### src/rtl/pfd_pkg.sv
package pfd_pkg;

  // Per-comparison verdicts passed from the datapath to the lock control.
  typedef struct packed {
    logic cmpGood;  // overlap cleared with the low pulse inside the limit
    logic cmpBad;   // low pulse just outgrew the limit
  } cmpStrobe_t;

endpackage

### src/rtl/pfd_edge_sync.sv
module pfd_edge_sync #(
  parameter int SYNC_STAGES = 2
) (
  input  logic clk,
  input  logic rstN,
  input  logic asyncIn,
  output logic riseEdge
);

  logic [SYNC_STAGES-1:0] syncChain;
  logic                   lastLevel;

  always_ff @(posedge clk) begin
    if (!rstN) begin
      syncChain <= '0;
      lastLevel <= 1'b0;
    end else begin
      syncChain <= {syncChain[SYNC_STAGES-2:0], asyncIn};
      lastLevel <= syncChain[SYNC_STAGES-1];
    end
  end

  assign riseEdge = syncChain[SYNC_STAGES-1] & ~lastLevel;

endmodule

### src/rtl/pfd_datapath.sv
module pfd_datapath
  import pfd_pkg::*;
#(
  parameter int SYNC_STAGES = 2,
  parameter int RESET_DELAY = 2,
  parameter int PULSE_LIMIT = 4
) (
  input  logic       clk,
  input  logic       rstN,
  input  logic       refIn,
  input  logic       fbIn,
  output logic       upFlag,
  output logic       downFlag,
  output cmpStrobe_t strobes
);

  localparam int DELAY_W = (RESET_DELAY < 2) ? 1 : $clog2(RESET_DELAY + 1);
  localparam int LOW_W   = $clog2(PULSE_LIMIT + 2);
  localparam logic [DELAY_W-1:0] DELAY_LAST = DELAY_W'(RESET_DELAY - 1);
  localparam logic [LOW_W-1:0]   LOW_LIMIT  = LOW_W'(PULSE_LIMIT);
  localparam logic [LOW_W-1:0]   LOW_SAT    = LOW_W'(PULSE_LIMIT + 1);

  logic               refEdge, fbEdge;
  logic               bothSet, anySet, clearNow;
  logic [DELAY_W-1:0] delayCnt;
  logic [LOW_W-1:0]   lowCnt;

  pfd_edge_sync #(.SYNC_STAGES(SYNC_STAGES)) uRefSync (
    .clk(clk), .rstN(rstN), .asyncIn(refIn), .riseEdge(refEdge)
  );

  pfd_edge_sync #(.SYNC_STAGES(SYNC_STAGES)) uFbSync (
    .clk(clk), .rstN(rstN), .asyncIn(fbIn), .riseEdge(fbEdge)
  );

  assign bothSet  = upFlag & downFlag;
  assign anySet   = upFlag | downFlag;
  assign clearNow = bothSet && (delayCnt == DELAY_LAST);

  always_ff @(posedge clk) begin
    if (!rstN) begin
      upFlag   <= 1'b0;
      downFlag <= 1'b0;
      delayCnt <= '0;
      lowCnt   <= '0;
    end else begin
      // A new edge wins over the clear so that no comparison is lost.
      upFlag   <= refEdge | (upFlag & ~clearNow);
      downFlag <= fbEdge  | (downFlag & ~clearNow);
      if (clearNow || !bothSet) delayCnt <= '0;
      else                      delayCnt <= delayCnt + DELAY_W'(1);
      if (clearNow || !anySet)  lowCnt <= '0;
      else if (lowCnt != LOW_SAT) lowCnt <= lowCnt + LOW_W'(1);
    end
  end

  // lowCnt holds the number of earlier set cycles in this pulse.
  assign strobes.cmpGood = clearNow && (lowCnt < LOW_LIMIT);
  assign strobes.cmpBad  = anySet && (lowCnt == LOW_LIMIT);

  p_up_from_ref_r2: assert property (@(posedge clk) disable iff (!rstN)
    $rose(upFlag) |-> $past(refEdge));

  p_down_from_fb_r2: assert property (@(posedge clk) disable iff (!rstN)
    $rose(downFlag) |-> $past(fbEdge));

  p_overlap_clears_r3: assert property (@(posedge clk) disable iff (!rstN)
    (bothSet && delayCnt == DELAY_LAST && !refEdge && !fbEdge) |=> (!upFlag && !downFlag));

  p_lone_up_held_r6: assert property (@(posedge clk) disable iff (!rstN)
    (upFlag && !downFlag && !fbEdge) |=> upFlag);

endmodule

### src/rtl/pfd_lock_ctrl.sv
module pfd_lock_ctrl
  import pfd_pkg::*;
#(
  parameter int LOCK_COUNT = 16
) (
  input  logic       clk,
  input  logic       rstN,
  input  cmpStrobe_t strobes,
  output logic       lockedFlag
);

  localparam int GOOD_W = (LOCK_COUNT < 2) ? 1 : $clog2(LOCK_COUNT);
  localparam logic [GOOD_W-1:0] GOOD_LAST = GOOD_W'(LOCK_COUNT - 1);

  logic [GOOD_W-1:0] goodCnt;

  always_ff @(posedge clk) begin
    if (!rstN) begin
      goodCnt    <= '0;
      lockedFlag <= 1'b0;
    end else if (strobes.cmpBad) begin
      goodCnt    <= '0;
      lockedFlag <= 1'b0;
    end else if (strobes.cmpGood) begin
      if (goodCnt != GOOD_LAST) goodCnt <= goodCnt + GOOD_W'(1);
      if (goodCnt == GOOD_LAST) lockedFlag <= 1'b1;
    end
  end

  p_lock_needs_run_r7: assert property (@(posedge clk) disable iff (!rstN)
    $rose(lockedFlag) |-> ($past(strobes.cmpGood) && $past(goodCnt) == GOOD_LAST));

  p_bad_drops_lock_r8: assert property (@(posedge clk) disable iff (!rstN)
    strobes.cmpBad |=> (!lockedFlag && goodCnt == '0));

endmodule

### src/rtl/pfd_lock_detect.sv
module pfd_lock_detect
  import pfd_pkg::*;
#(
  parameter int SYNC_STAGES = 2,
  parameter int RESET_DELAY = 2,
  parameter int PULSE_LIMIT = 4,
  parameter int LOCK_COUNT  = 16
) (
  input  logic clk,
  input  logic rstN,
  input  logic refIn,
  input  logic fbIn,
  output logic upOut,
  output logic downOut,
  output logic errOut,
  output logic lockN,
  output logic lockedOut
);

  cmpStrobe_t strobes;

  pfd_datapath #(
    .SYNC_STAGES(SYNC_STAGES),
    .RESET_DELAY(RESET_DELAY),
    .PULSE_LIMIT(PULSE_LIMIT)
  ) uPath (
    .clk(clk), .rstN(rstN), .refIn(refIn), .fbIn(fbIn),
    .upFlag(upOut), .downFlag(downOut), .strobes(strobes)
  );

  pfd_lock_ctrl #(.LOCK_COUNT(LOCK_COUNT)) uCtrl (
    .clk(clk), .rstN(rstN), .strobes(strobes), .lockedFlag(lockedOut)
  );

  assign errOut = upOut ^ downOut;
  assign lockN  = ~(upOut | downOut);

endmodule

### config.mk
export PLATFORM = sky130hd
export DESIGN_NAME = pfd_lock_detect
export DESIGN_NICKNAME = d
export VERILOG_FILES = /design/src/rtl/pfd_pkg.sv /design/src/rtl/pfd_edge_sync.sv /design/src/rtl/pfd_datapath.sv /design/src/rtl/pfd_lock_ctrl.sv /design/src/rtl/pfd_lock_detect.sv
export SDC_FILE = /design/constraint.sdc
export NUM_CORES = 1
export LEC_CHECK = 0
export BUFFER_PORTS_ARGS = -buffer_cell sky130_fd_sc_hd__buf_2
export CAP_MARGIN = 20
export CORE_MARGIN = 3
export CORE_UTILIZATION = 40
export DETAILED_ROUTE_END_ITERATION = 7
export PLACE_DENSITY = 0.56
export REMOVE_ABC_BUFFERS = 1
export SLEW_MARGIN = 20
export SYNTH_ARGS = -nofsm -noshare
export SYNTH_HDL_FRONTEND = slang
export SYNTH_SLANG_ARGS = --single-unit
### constraint.sdc
create_clock -name clk -period 1.6 [get_ports clk]
set_input_delay 0.16 -clock clk [delete_from_list [all_inputs] [get_ports clk]]
set_output_delay 0.16 -clock clk [all_outputs]
set_load 0.02 [all_outputs]
==> flow_metrics.env <==
export IMPL_finalSetupTns_ns=0
export IMPL_ys_seq_area_frac=0.474
export IMPL_slew_limit_headroom=0.691
export IMPL_via_count=548
export IMPL_hp_class="input port to register"
export IMPL_syn_to_final_growth_pct=12.2
export IMPL_synth_most_common_cell="dfxtp_1"
export IMPL_critical_path_required_ns=1.83
export IMPL_netlist_top_cells_area="dfxtp_1 47%, ha_1 12%, and2_1 4.9%"
export IMPL_crit_family="simple AND/OR/NAND/NOR gates"
export IMPL_grt_pass1_vias=505
export IMPL_final_min_clock_period_ns=1.49
export IMPL_postCtsSetupRepairBufs=0
export IMPL_nFillCells=187
export IMPL_reg2reg_depth=4
export IMPL_arrival_ns=1.72
export IMPL_crit_buf_inv=0
export IMPL_powerDensity_nw_per_um2=929
export IMPL_multiInputGateArea_um2=365
export IMPL_cp_depth=4
export IMPL_grt_usage=0.117
export IMPL_netlist_area_um2=759
export IMPL_port_buffers=8
export IMPL_slowest_delay_ns=0.48
export IMPL_leakagePower_nw=0.346
export IMPL_slowest_stage="or4_4"
export IMPL_hold_depth=2
export IMPL_clockBufferDepth=2
export IMPL_grt_max_degree=12
export IMPL_synth_flop_cell="dfxtp_1"
export IMPL_place_area_um2=816
export IMPL_synth_area_per_cell_um2=9.74
export IMPL_clk_latency_ns=0.29
export IMPL_cts_tree="done"
export IMPL_critPathCaptureType="register"
export IMPL_vias_per_cell=4.85
export IMPL_synth_top_area_cell="dfxtp_1"
export IMPL_synth_edff_count=0
export IMPL_hold_viol_final=0
export IMPL_final_seq_area_um2=360
export IMPL_slew_viol_final=0
export IMPL_wl_per_cell_um=10.4
export IMPL_fin_skew_ns=0.00218
export IMPL_hold_buffers=0
export IMPL_grt_pass1_wl_um=2170
export IMPL_ios=9
export IMPL_firstDrtPassIters=4
export IMPL_status="finished clean"
export IMPL_antenna_found_initial=0
export IMPL_cp_cell_sequence="ha_1 -> and3_4 -> or4_4 -> a21oi_2"
export IMPL_start_util=0.430
export IMPL_synth_cells_most_frequent="18 x dfxtp_1, 7 x ha_1, 6 x a21oi_1, 6 x and2_1, 6 x nor2_1"
export IMPL_cts_root_buffer="clkbuf_4"
export IMPL_routabilityCongestion=0.725
export IMPL_die_x_um=49.6
export IMPL_tightest_slew_ns=0.461
export IMPL_max_freq_ghz=0.670
export IMPL_cts_sinks=18
export IMPL_htree_levels=1
export IMPL_maxCapViolations=0
export IMPL_fp_row_count=15
export IMPL_die_h_um=49.6
export IMPL_setup_viol=0
export IMPL_die_area_um2=2460
export IMPL_finalInstanceArea_um2=852
export IMPL_worstSetupPathType="register to register"
export IMPL_syn_inst=78
export IMPL_place_hpwl_um=861
export IMPL_fin_nets=100
export IMPL_overflow=0
export IMPL_drive_gt1_frac=0.170
export IMPL_yosysUniqueCellTypes=24
export IMPL_cts_reportedPaths_clkPinSlew_ns=0.10
export IMPL_post_cts_resized=0
export IMPL_core_area_um2=1760
export IMPL_drt_initial_drc_count=4
export IMPL_drtAntennaViolNets=0
export IMPL_drc=0
export IMPL_peakVddDrop_mv=0.424
export IMPL_async_flop_share=0
export IMPL_diodes=0
export IMPL_ys_ff_latch=18
export IMPL_rsz0062_at_grt="no"
export IMPL_drt_total_wl_um=1180
export IMPL_critPathMaxFanout=5
export IMPL_numCtsBuffers=3
export IMPL_synth_warnings=0
export IMPL_fin_crit_sh=0.933
export IMPL_start_kind="register"
export IMPL_yosysTopAreaCellShare=0.474
==> report_power, final <==
part	switching, mW	internal, mW
logic	0.0293	0.0213
registers	0.00652	0.459
clock network	0.137	0.138
total	0.173	0.618
==> worst register-to-register path, cell delays in order (launching register included) <==
cell     delay, ns
dfxtp_1       0.36
ha_1          0.25
and3_4        0.21
or4_4         0.48
a21oi_2       0.14
==> per-stage QoR <==
stage / setup slack, ns / hold slack [ns] / total power [mW] / utilization / std cells
2_1_floorplan: 0.182 / 0.282 / 0.510 / - / 76
5_1_grt: 0.0460 / 0.0550 / 0.837 / 0.483 / 113
3_5_place_dp: 0.130 / 0.373 / 0.527 / 0.462 / 109
6_report: 0.106 / 0.0753 / 0.791 / 0.483 / 113
3_3_place_gp: 0.161 / 0.365 / 0.527 / 0.462 / 109
4_1_cts: 0.0989 / 0.0679 / 0.805 / 0.483 / 113
==> cells by family (layout without fill, tap and decap cells) <==
| group | after synthesis | after routing | share of synthesized area |
|---|---|---|---|
| AO/OA/AOI/OAI | 12 | 12 | 0.0988 |
| XOR/XNOR | 1 | 1 | 0.0115 |
| flip-flops | 18 | 18 | 0.474 |
| AND/OR/NAND/NOR | 33 | 33 | 0.255 |
| buffers and inverters | 7 | 17 | 0.0445 |
| adder cells (fa/ha/maj) | 7 | 7 | 0.115 |
==> cell usage in the layout, fill, tap and decap left out, drive strengths merged <==
cell type and count:
a211oi 1, a21oi 7, a41oi 1, and2 6
and3 1, and3b 1, and4b 1, buf 8
clkbuf 4, dfxtp 18, ha 7, inv 5
nand2 5, nand3 2, nand3b 3, nor2 6
nor2b 4, nor3 2, nor4 1, o21ai 1
o31ai 2, or4 1, xnor2 1
==> routing by layer <==
metal | track usage | vias up | part of all wire
met5 | 0 | - | 0
met4 | 0.0691 | 0 | 0.023
met3 | 0.0393 | 4 | 0.038
met2 | 0.181 | 8 | 0.45
met1 | 0.140 | 251 | 0.49
li1 | - | 285 | -
==> state kept, by name, indices dropped and copies added, names as in the netlist <==
| register | count |
|---|---|
| uCtrl.goodCnt | 4 |
| uPath.lowCnt | 3 |
| uPath.delayCnt | 2 |
| uPath.uFbSync.syncChain | 2 |
| uPath.uRefSync.syncChain | 2 |
| uCtrl.lockedFlag | 1 |
| uPath.downFlag | 1 |
| uPath.uFbSync.lastLevel | 1 |
| uPath.uRefSync.lastLevel | 1 |
| uPath.upFlag | 1 |
==> path summary, 6_finish.rpt <==
kind / startpoint / end / slack [ns]
setup / recovery: uCtrl.goodCnt[0] / uCtrl.goodCnt[0] / 0.11
hold / removal: fbIn / uPath.uFbSync.syncChain[0] / 0.08
setup reg to reg: uCtrl.goodCnt[0] / uCtrl.goodCnt[0] / 0.11
hold reg to reg: uPath.delayCnt[0] / uPath.delayCnt[0] / 0.44
==> area by class of cell <==
class	count	share of cell area
clock buffers	4	0.0426
repair buffers	8	0.0470
well taps	25	0.0367
inverters	5	0.0220
multi-input cells	53	0.429
flip-flops and latches	18	0.423
No activity file was read; power rests on OpenSTA's default activity.
